`config.mk`:
```
export PLATFORM = sky130hd
export DESIGN_NAME = cid_regbank
export DESIGN_NICKNAME = d
export VERILOG_FILES = /design/src/rtl/cid_pkg.sv /design/src/rtl/cid_sel_reg.sv /design/src/rtl/cid_geom_table.sv /design/src/rtl/cid_regbank.sv
export SDC_FILE = /design/constraint.sdc
export NUM_CORES = 1
export LEC_CHECK = 0
export ABC_AREA = 0
export BUFFER_PORTS_ARGS = -buffer_cell sky130_fd_sc_hd__buf_2
export CORE_MARGIN = 2
export CORE_UTILIZATION = 41
export DETAILED_ROUTE_END_ITERATION = 6
export PLACE_DENSITY = 0.83
export REMOVE_ABC_BUFFERS = 1
export SLEW_MARGIN = 15
export SYNTH_ARGS = -nofsm -noshare
export SYNTH_HDL_FRONTEND = slang
export SYNTH_SLANG_ARGS = --single-unit
```
`constraint.sdc`:
```
create_clock -name clk -period 2.4 [get_ports clk]
set_input_delay 0.36 -clock clk [delete_from_list [all_inputs] [get_ports clk]]
set_output_delay 0.36 -clock clk [all_outputs]
set_load 0.05 [all_outputs]
```
`src/rtl/cid_pkg.sv`:
```
package cid_pkg;
  localparam int CID_LEVELS = 7;
  localparam int CID_DW     = 32;
  localparam int KIND_W     = 3;
  localparam int SEL_W      = 4;

  localparam logic [1:0] IDX_MAP  = 2'd0;
  localparam logic [1:0] IDX_SEL  = 2'd1;
  localparam logic [1:0] IDX_SIZE = 2'd2;

  localparam logic [KIND_W-1:0] K_NONE    = 3'd0;
  localparam logic [KIND_W-1:0] K_INSN    = 3'd1;
  localparam logic [KIND_W-1:0] K_DATA    = 3'd2;
  localparam logic [KIND_W-1:0] K_SPLIT   = 3'd3;
  localparam logic [KIND_W-1:0] K_UNIFIED = 3'd4;

  localparam logic [KIND_W-1:0] DEF_KIND [CID_LEVELS] =
    '{K_SPLIT, K_UNIFIED, K_UNIFIED, K_NONE, K_NONE, K_NONE, K_NONE};
  localparam int unsigned DEF_I_SETS  [CID_LEVELS] = '{256, 64, 64, 64, 64, 64, 64};
  localparam int unsigned DEF_I_WAYS  [CID_LEVELS] = '{4, 2, 2, 2, 2, 2, 2};
  localparam int unsigned DEF_I_WORDS [CID_LEVELS] = '{8, 4, 4, 4, 4, 4, 4};
  localparam int unsigned DEF_D_SETS  [CID_LEVELS] = '{128, 1024, 1536, 64, 64, 64, 64};
  localparam int unsigned DEF_D_WAYS  [CID_LEVELS] = '{4, 8, 12, 2, 2, 2, 2};
  localparam int unsigned DEF_D_WORDS [CID_LEVELS] = '{16, 16, 16, 4, 4, 4, 4};

  function automatic logic [CID_DW-1:0] enc_size(input int unsigned sets,
                                                 input int unsigned ways,
                                                 input int unsigned words);
    logic [CID_DW-1:0] w;
    w        = '0;
    w[27:13] = 15'(sets - 1);
    w[12:3]  = 10'(ways - 1);
    w[2:0]   = 3'($clog2(words) - 2);
    return w;
  endfunction

  function automatic logic kind_has(input logic [KIND_W-1:0] k, input logic insn);
    if (insn) return (k == K_INSN) || (k == K_SPLIT);
    return (k == K_DATA) || (k == K_SPLIT) || (k == K_UNIFIED);
  endfunction
endpackage

```
`src/rtl/cid_sel_reg.sv`:
```
module cid_sel_reg
  import cid_pkg::*;
(
  input  logic             clk,
  input  logic             rst_n,
  input  logic             wr_hit,
  input  logic [SEL_W-1:0] wr_val,
  output logic [SEL_W-1:0] sel_q
);
  always_ff @(posedge clk or negedge rst_n) begin
    if (!rst_n)      sel_q <= '0;
    else if (wr_hit) sel_q <= wr_val;
  end


  sel_load_chk: assert property (@(posedge clk) disable iff (!rst_n)
    wr_hit |=> sel_q == $past(wr_val));

  sel_hold_chk: assert property (@(posedge clk) disable iff (!rst_n)
    !wr_hit |=> $stable(sel_q));
endmodule

```
`src/rtl/cid_geom_table.sv`:
```
module cid_geom_table
  import cid_pkg::*;
#(
  parameter logic [KIND_W-1:0] KIND [CID_LEVELS] = DEF_KIND,
  parameter int unsigned I_SETS  [CID_LEVELS] = DEF_I_SETS,
  parameter int unsigned I_WAYS  [CID_LEVELS] = DEF_I_WAYS,
  parameter int unsigned I_WORDS [CID_LEVELS] = DEF_I_WORDS,
  parameter int unsigned D_SETS  [CID_LEVELS] = DEF_D_SETS,
  parameter int unsigned D_WAYS  [CID_LEVELS] = DEF_D_WAYS,
  parameter int unsigned D_WORDS [CID_LEVELS] = DEF_D_WORDS
) (
  input  logic              clk,
  input  logic              rst_n,
  input  logic [SEL_W-1:0]  sel,
  output logic [CID_DW-1:0] size_word
);
  logic [CID_DW-1:0] slot [CID_LEVELS][2];

  for (genvar lv = 0; lv < CID_LEVELS; lv++) begin : g_lvl
    for (genvar sd = 0; sd < 2; sd++) begin : g_side
      localparam int unsigned S = (sd == 1) ? I_SETS[lv]  : D_SETS[lv];
      localparam int unsigned W = (sd == 1) ? I_WAYS[lv]  : D_WAYS[lv];
      localparam int unsigned L = (sd == 1) ? I_WORDS[lv] : D_WORDS[lv];
      assign slot[lv][sd] = kind_has(KIND[lv], 1'(sd)) ? enc_size(S, W, L) : '0;
    end
  end

  logic [2:0] lvl;
  assign lvl = sel[3:1];

  always_comb begin
    size_word = '0;
    for (int l = 0; l < CID_LEVELS; l++)
      if (lvl == 3'(l)) size_word = slot[l][sel[0]];
  end


  rsv_level_zero_chk: assert property (@(posedge clk) disable iff (!rst_n)
    (sel[3:1] == 3'd7) |-> (size_word == '0));

  top_bits_zero_chk: assert property (@(posedge clk) disable iff (!rst_n)
    size_word[31:28] == 4'd0);
endmodule

```
`src/rtl/cid_regbank.sv`:
```
module cid_regbank
  import cid_pkg::*;
#(
  parameter logic [KIND_W-1:0] KIND [CID_LEVELS] = DEF_KIND,
  parameter int unsigned I_SETS  [CID_LEVELS] = DEF_I_SETS,
  parameter int unsigned I_WAYS  [CID_LEVELS] = DEF_I_WAYS,
  parameter int unsigned I_WORDS [CID_LEVELS] = DEF_I_WORDS,
  parameter int unsigned D_SETS  [CID_LEVELS] = DEF_D_SETS,
  parameter int unsigned D_WAYS  [CID_LEVELS] = DEF_D_WAYS,
  parameter int unsigned D_WORDS [CID_LEVELS] = DEF_D_WORDS
) (
  input  logic              clk,
  input  logic              rst_n,
  input  logic              rd_en,
  input  logic [1:0]        rd_addr,
  output logic [CID_DW-1:0] rd_data,
  input  logic              wr_en,
  input  logic [1:0]        wr_addr,
  input  logic [CID_DW-1:0] wr_data
);
  localparam int MAP_BITS = CID_LEVELS * KIND_W;

  logic [SEL_W-1:0]  sel_q;
  logic [CID_DW-1:0] size_word;
  logic [CID_DW-1:0] map_word;
  logic [CID_DW-1:0] rd_next;
  logic              sel_wr;

  assign sel_wr = wr_en && (wr_addr == IDX_SEL);

  cid_sel_reg u_sel (
    .clk    (clk),
    .rst_n  (rst_n),
    .wr_hit (sel_wr),
    .wr_val (wr_data[SEL_W-1:0]),
    .sel_q  (sel_q)
  );

  cid_geom_table #(
    .KIND(KIND), .I_SETS(I_SETS), .I_WAYS(I_WAYS), .I_WORDS(I_WORDS),
    .D_SETS(D_SETS), .D_WAYS(D_WAYS), .D_WORDS(D_WORDS)
  ) u_geom (
    .clk       (clk),
    .rst_n     (rst_n),
    .sel       (sel_q),
    .size_word (size_word)
  );

  for (genvar lv = 0; lv < CID_LEVELS; lv++) begin : g_map
    assign map_word[lv*KIND_W +: KIND_W] = KIND[lv];
  end
  assign map_word[CID_DW-1:MAP_BITS] = '0;

  always_comb begin
    unique case (rd_addr)
      IDX_MAP:  rd_next = map_word;
      IDX_SEL:  rd_next = {{(CID_DW-SEL_W){1'b0}}, sel_q};
      IDX_SIZE: rd_next = size_word;
      default:  rd_next = '0;
    endcase
  end

  always_ff @(posedge clk or negedge rst_n) begin
    if (!rst_n)     rd_data <= '0;
    else if (rd_en) rd_data <= rd_next;
  end


  rd_hold_chk: assert property (@(posedge clk) disable iff (!rst_n)
    !rd_en |=> $stable(rd_data));

  unmapped_zero_chk: assert property (@(posedge clk) disable iff (!rst_n)
    (rd_en && rd_addr == 2'd3) |=> (rd_data == '0));

  sel_read_old_chk: assert property (@(posedge clk) disable iff (!rst_n)
    (rd_en && rd_addr == IDX_SEL) |=> (rd_data == {28'd0, $past(sel_q)}));

  map_upper_zero_chk: assert property (@(posedge clk) disable iff (!rst_n)
    (rd_en && rd_addr == IDX_MAP) |=> (rd_data[31:21] == 11'd0));
endmodule

```
==> key figures <==
Outcome
  • Status: finished, final reports clean

Drt
  • Post-Route M1 WL: 578 um
  • Final WL: 1.412 mm
  • Drt first-iter violations: 2
  • Top routing layer in use: met4
  • # DRC: 0
  • DR WL/cell: 9.944 um
  • Router iterations before antenna repair: 2
  • Post-route ant nets: 0
  • Vias/cell: 4.415
  • Via count: 627
  • Metal2 WL: 701 um
  • Met3 wire length: 108 um

Placed design
  • Placed cell count: 137
  • Detailed Place HPWL: 1.154 mm
  • DP Worst Slack: 1.185 ns
  • Gpl congestion: 0.8320
  • Buffers on Ports: 30

Logic synthesis
  • Synth cell types: 27
  • Primary FF master, synth: dfrtp_1
  • Post-synth EDFFs: 0
  • Async SR Flop Fraction: 100.0%
  • Synth area leader: dfrtp_1
  • Dominant cells by area after synthesis: dfrtp_1 41%, buf_4 19%, inv_1 5.4%
  • Syn avg cell area: 9.901 sq um
  • Synthesis-stage register bit count: 15
  • Seq/Total Area, Yosys: 41.21%
  • Synth Warn #: 0
  • Top cell type's share of synthesized area: 41.21%
  • Netlist Area Pre-Place: 910.9 sq um
  • Synthesized instance count: 92

Final layout
  • Share of layout cells above drive strength 1: 35.96%
  • Multi-input gate area: 340.3 sq um
  • Commonest non-fill, non-tap cell in the layout: buf_2
  • Final Util: 45.95%
  • Layout area overhead: 8.379%
  • Non-filler instance count after layout: 142
  • Filler Cells Inserted: 213
  • Most frequent cells in the layout: 30 x buf_2, 15 x dfrtp_1, 13 x inv_1, 13 x conb_1, 4 x mux2_1
  • Reg area: 375.4 sq um
  • Nets@finish: 155
  • Antenna diode count: 0

STA
  • Hold Fails Final Rpt: 0
  • Worst Slack Setup Final: 1.029 ns
  • RSZ-0062 raised after global routing: no
  • Layout Skew: 0.003448 ns
  • Slew Limit Fails: 0
  • Maximum clock frequency: 729.3 MHz
  • Final setup vio count: 0
  • Final worst-path cycle share: 57.13%
  • Minimum clock period after layout: 1.371 ns
  • TNS Setup: 0 ns

Power
  • Clock power share: 18.5%
  • Combinational Power Share: 38.8%
  • Sw Pwr: 341.4 uW
  • Peak VDD IR: 0.2828 mV
  • Internal Pwr Total: 418.2 uW
  • Sequential power share: 42.8%
  • Switch share: 44.94%
  • PD cells: 769.5 mW/mm^2
  • Total Power: 759.7 uW
  • Leakage: 0.0005217 uW

Setup path
  • CP startpoint kind: register
  • WP depth: 1
  • Crit Path Max Fanout: 9
  • Crit path largest cell delay: 0.43 ns
  • Slowest library cell on the worst path: dfrtp_1
  • Crit end category: primary output
  • Crit-path cells: buf_2
  • Data required, critical path: 2.04 ns
  • Crit path kind: reg -> out
  • Critical path's top delay family: flip-flops
  • Crit path buffers/inverters: 1
  • Worst EP arrival: 1.01 ns
  • Cells on worst reg2reg path: 3

Clock network
  • Clk sinks: 15
  • CTS Root Buffer Type: clkbuf_4
  • Worst skew pair latency: 0.28 ns
  • Post_cts resized: 0
  • TritonCTS clock tree: done
  • Clock Path Buffers: 2
  • Hold Buf Count CTS: 1
  • CTS H-Tree Depth: 1
  • CTS buffer count: 3
  • CTS clock-pin slew for the worst setup and hold paths: 0.08 ns
  • Setup Buffers After CTS: 0

Global routing
  • Vias in the first global route: 582
  • Gr ovfl total: 0
  • Pin count of the biggest net entering global routing: 19
  • Initial antenna violation count: 0
  • First-pass GRT wire length: 2.490 mm
  • GRT Overall Usage: 12.67%

Die
  • Die Area: 0.002615 sq mm
  • DIE WIDTH: 51.14 um
  • Ports: 72
  • Die height: 51.14 um
  • Starting density of the core: 42.40%
  • Total core area: 0.002148 sq mm
  • Row count: 17

Hold path
  • Hold depth: 2
  • Hold WC Path Type: in -> reg

Flow run
  • # Max-Cap Violations: 0
worst reg2reg max path, cell delays in order, from the launching register on:
cell     delay (ns)
dfrtp_1        0.52
and2_1         0.20
o21a_1         0.17
o32ai_2        0.24
cell type report:
class	instances	area share, %
Clock inverter	1	0.5070
Multi-Input combinational cell	51	34.47
Clock buffer	3	2.281
Sequential cell	15	38.02
Timing Repair Buffer	31	16.22
Inverter	13	4.943
Tap cell	28	3.549
Yosys cell counts, types with 2 or more instances:
cell / n
o32ai_2: 2
nor2b_1: 2
a31oi_1: 2
o21ai_1: 3
nor2_1: 2
nand2_1: 3
nand3b_1: 2
o22ai_1: 3
mux2_1: 4
o221ai_1: 2
buf_4: 23
dfrtp_1: 15
nor2_2: 2
nand3_1: 2
inv_1: 13
routing by layer:
metal / vias up / GRT usage [%]
met4: 0 / 6.757
met2: 24 / 21.43
li1: 317 / -
met5: - / 0
met1: 284 / 14.76
met3: 2 / 2.924
final timing paths:
path,start,end,slack [ns]
max,rd_data[19],rd_data[17],1.03
min,wr_data[0],u_sel.sel_q[0],0.27
max reg2reg,u_sel.sel_q[1],rd_data[20],1.17
min reg2reg,rd_data[8],rd_data[8],0.51
max in group asynchronous,rst_n,rd_data[20],1.66
min in group asynchronous,rst_n,rd_data[5],0.49
registers in the layout, indices dropped and copies added, names as in the netlist:
| name | cells |
|---|---|
| rd_data | 11 |
| u_sel.sel_q | 4 |
power groups by stage:
| stage | sequential (uW) | combinational [uW] | clock, uW |
|---|---|---|---|
| after floorplan | 437 | 118 | 0 |
| after global placement | 328 | 290 | 0 |
| after detailed placement | 330 | 295 | 0 |
| after CTS | 324 | 296 | 145 |
| after global routing | 332 | 313 | 159 |
| final | 325 | 294 | 140 |
metrics by stage:
step           hold WS, ns  area [sq um]
6_report            0.2748         987.2
5_1_grt             0.2786         987.2
4_1_cts             0.2757         987.2
3_5_place_dp        0.2772         949.7
3_3_place_gp        0.2674         949.7
2_1_floorplan      0.06441         764.5
logic make-up (layout without fill, tap and decap cells):
| kind of cell | Yosys count | count (layout) | share of synthesized area, % |
|---|---|---|---|
| AND/OR/NAND/NOR | 15 | 15 | 9.889 |
| XOR/XNOR | 1 | 1 | 0.9617 |
| flip-flops | 15 | 15 | 41.21 |
| buffers and inverters | 38 | 48 | 26.37 |
| AO/OA/AOI/OAI | 17 | 17 | 15.11 |
| multiplexers | 5 | 5 | 6.044 |
| other | 1 | 13 | 0.4117 |
Note: power is estimated with default switching activity, not from simulation.
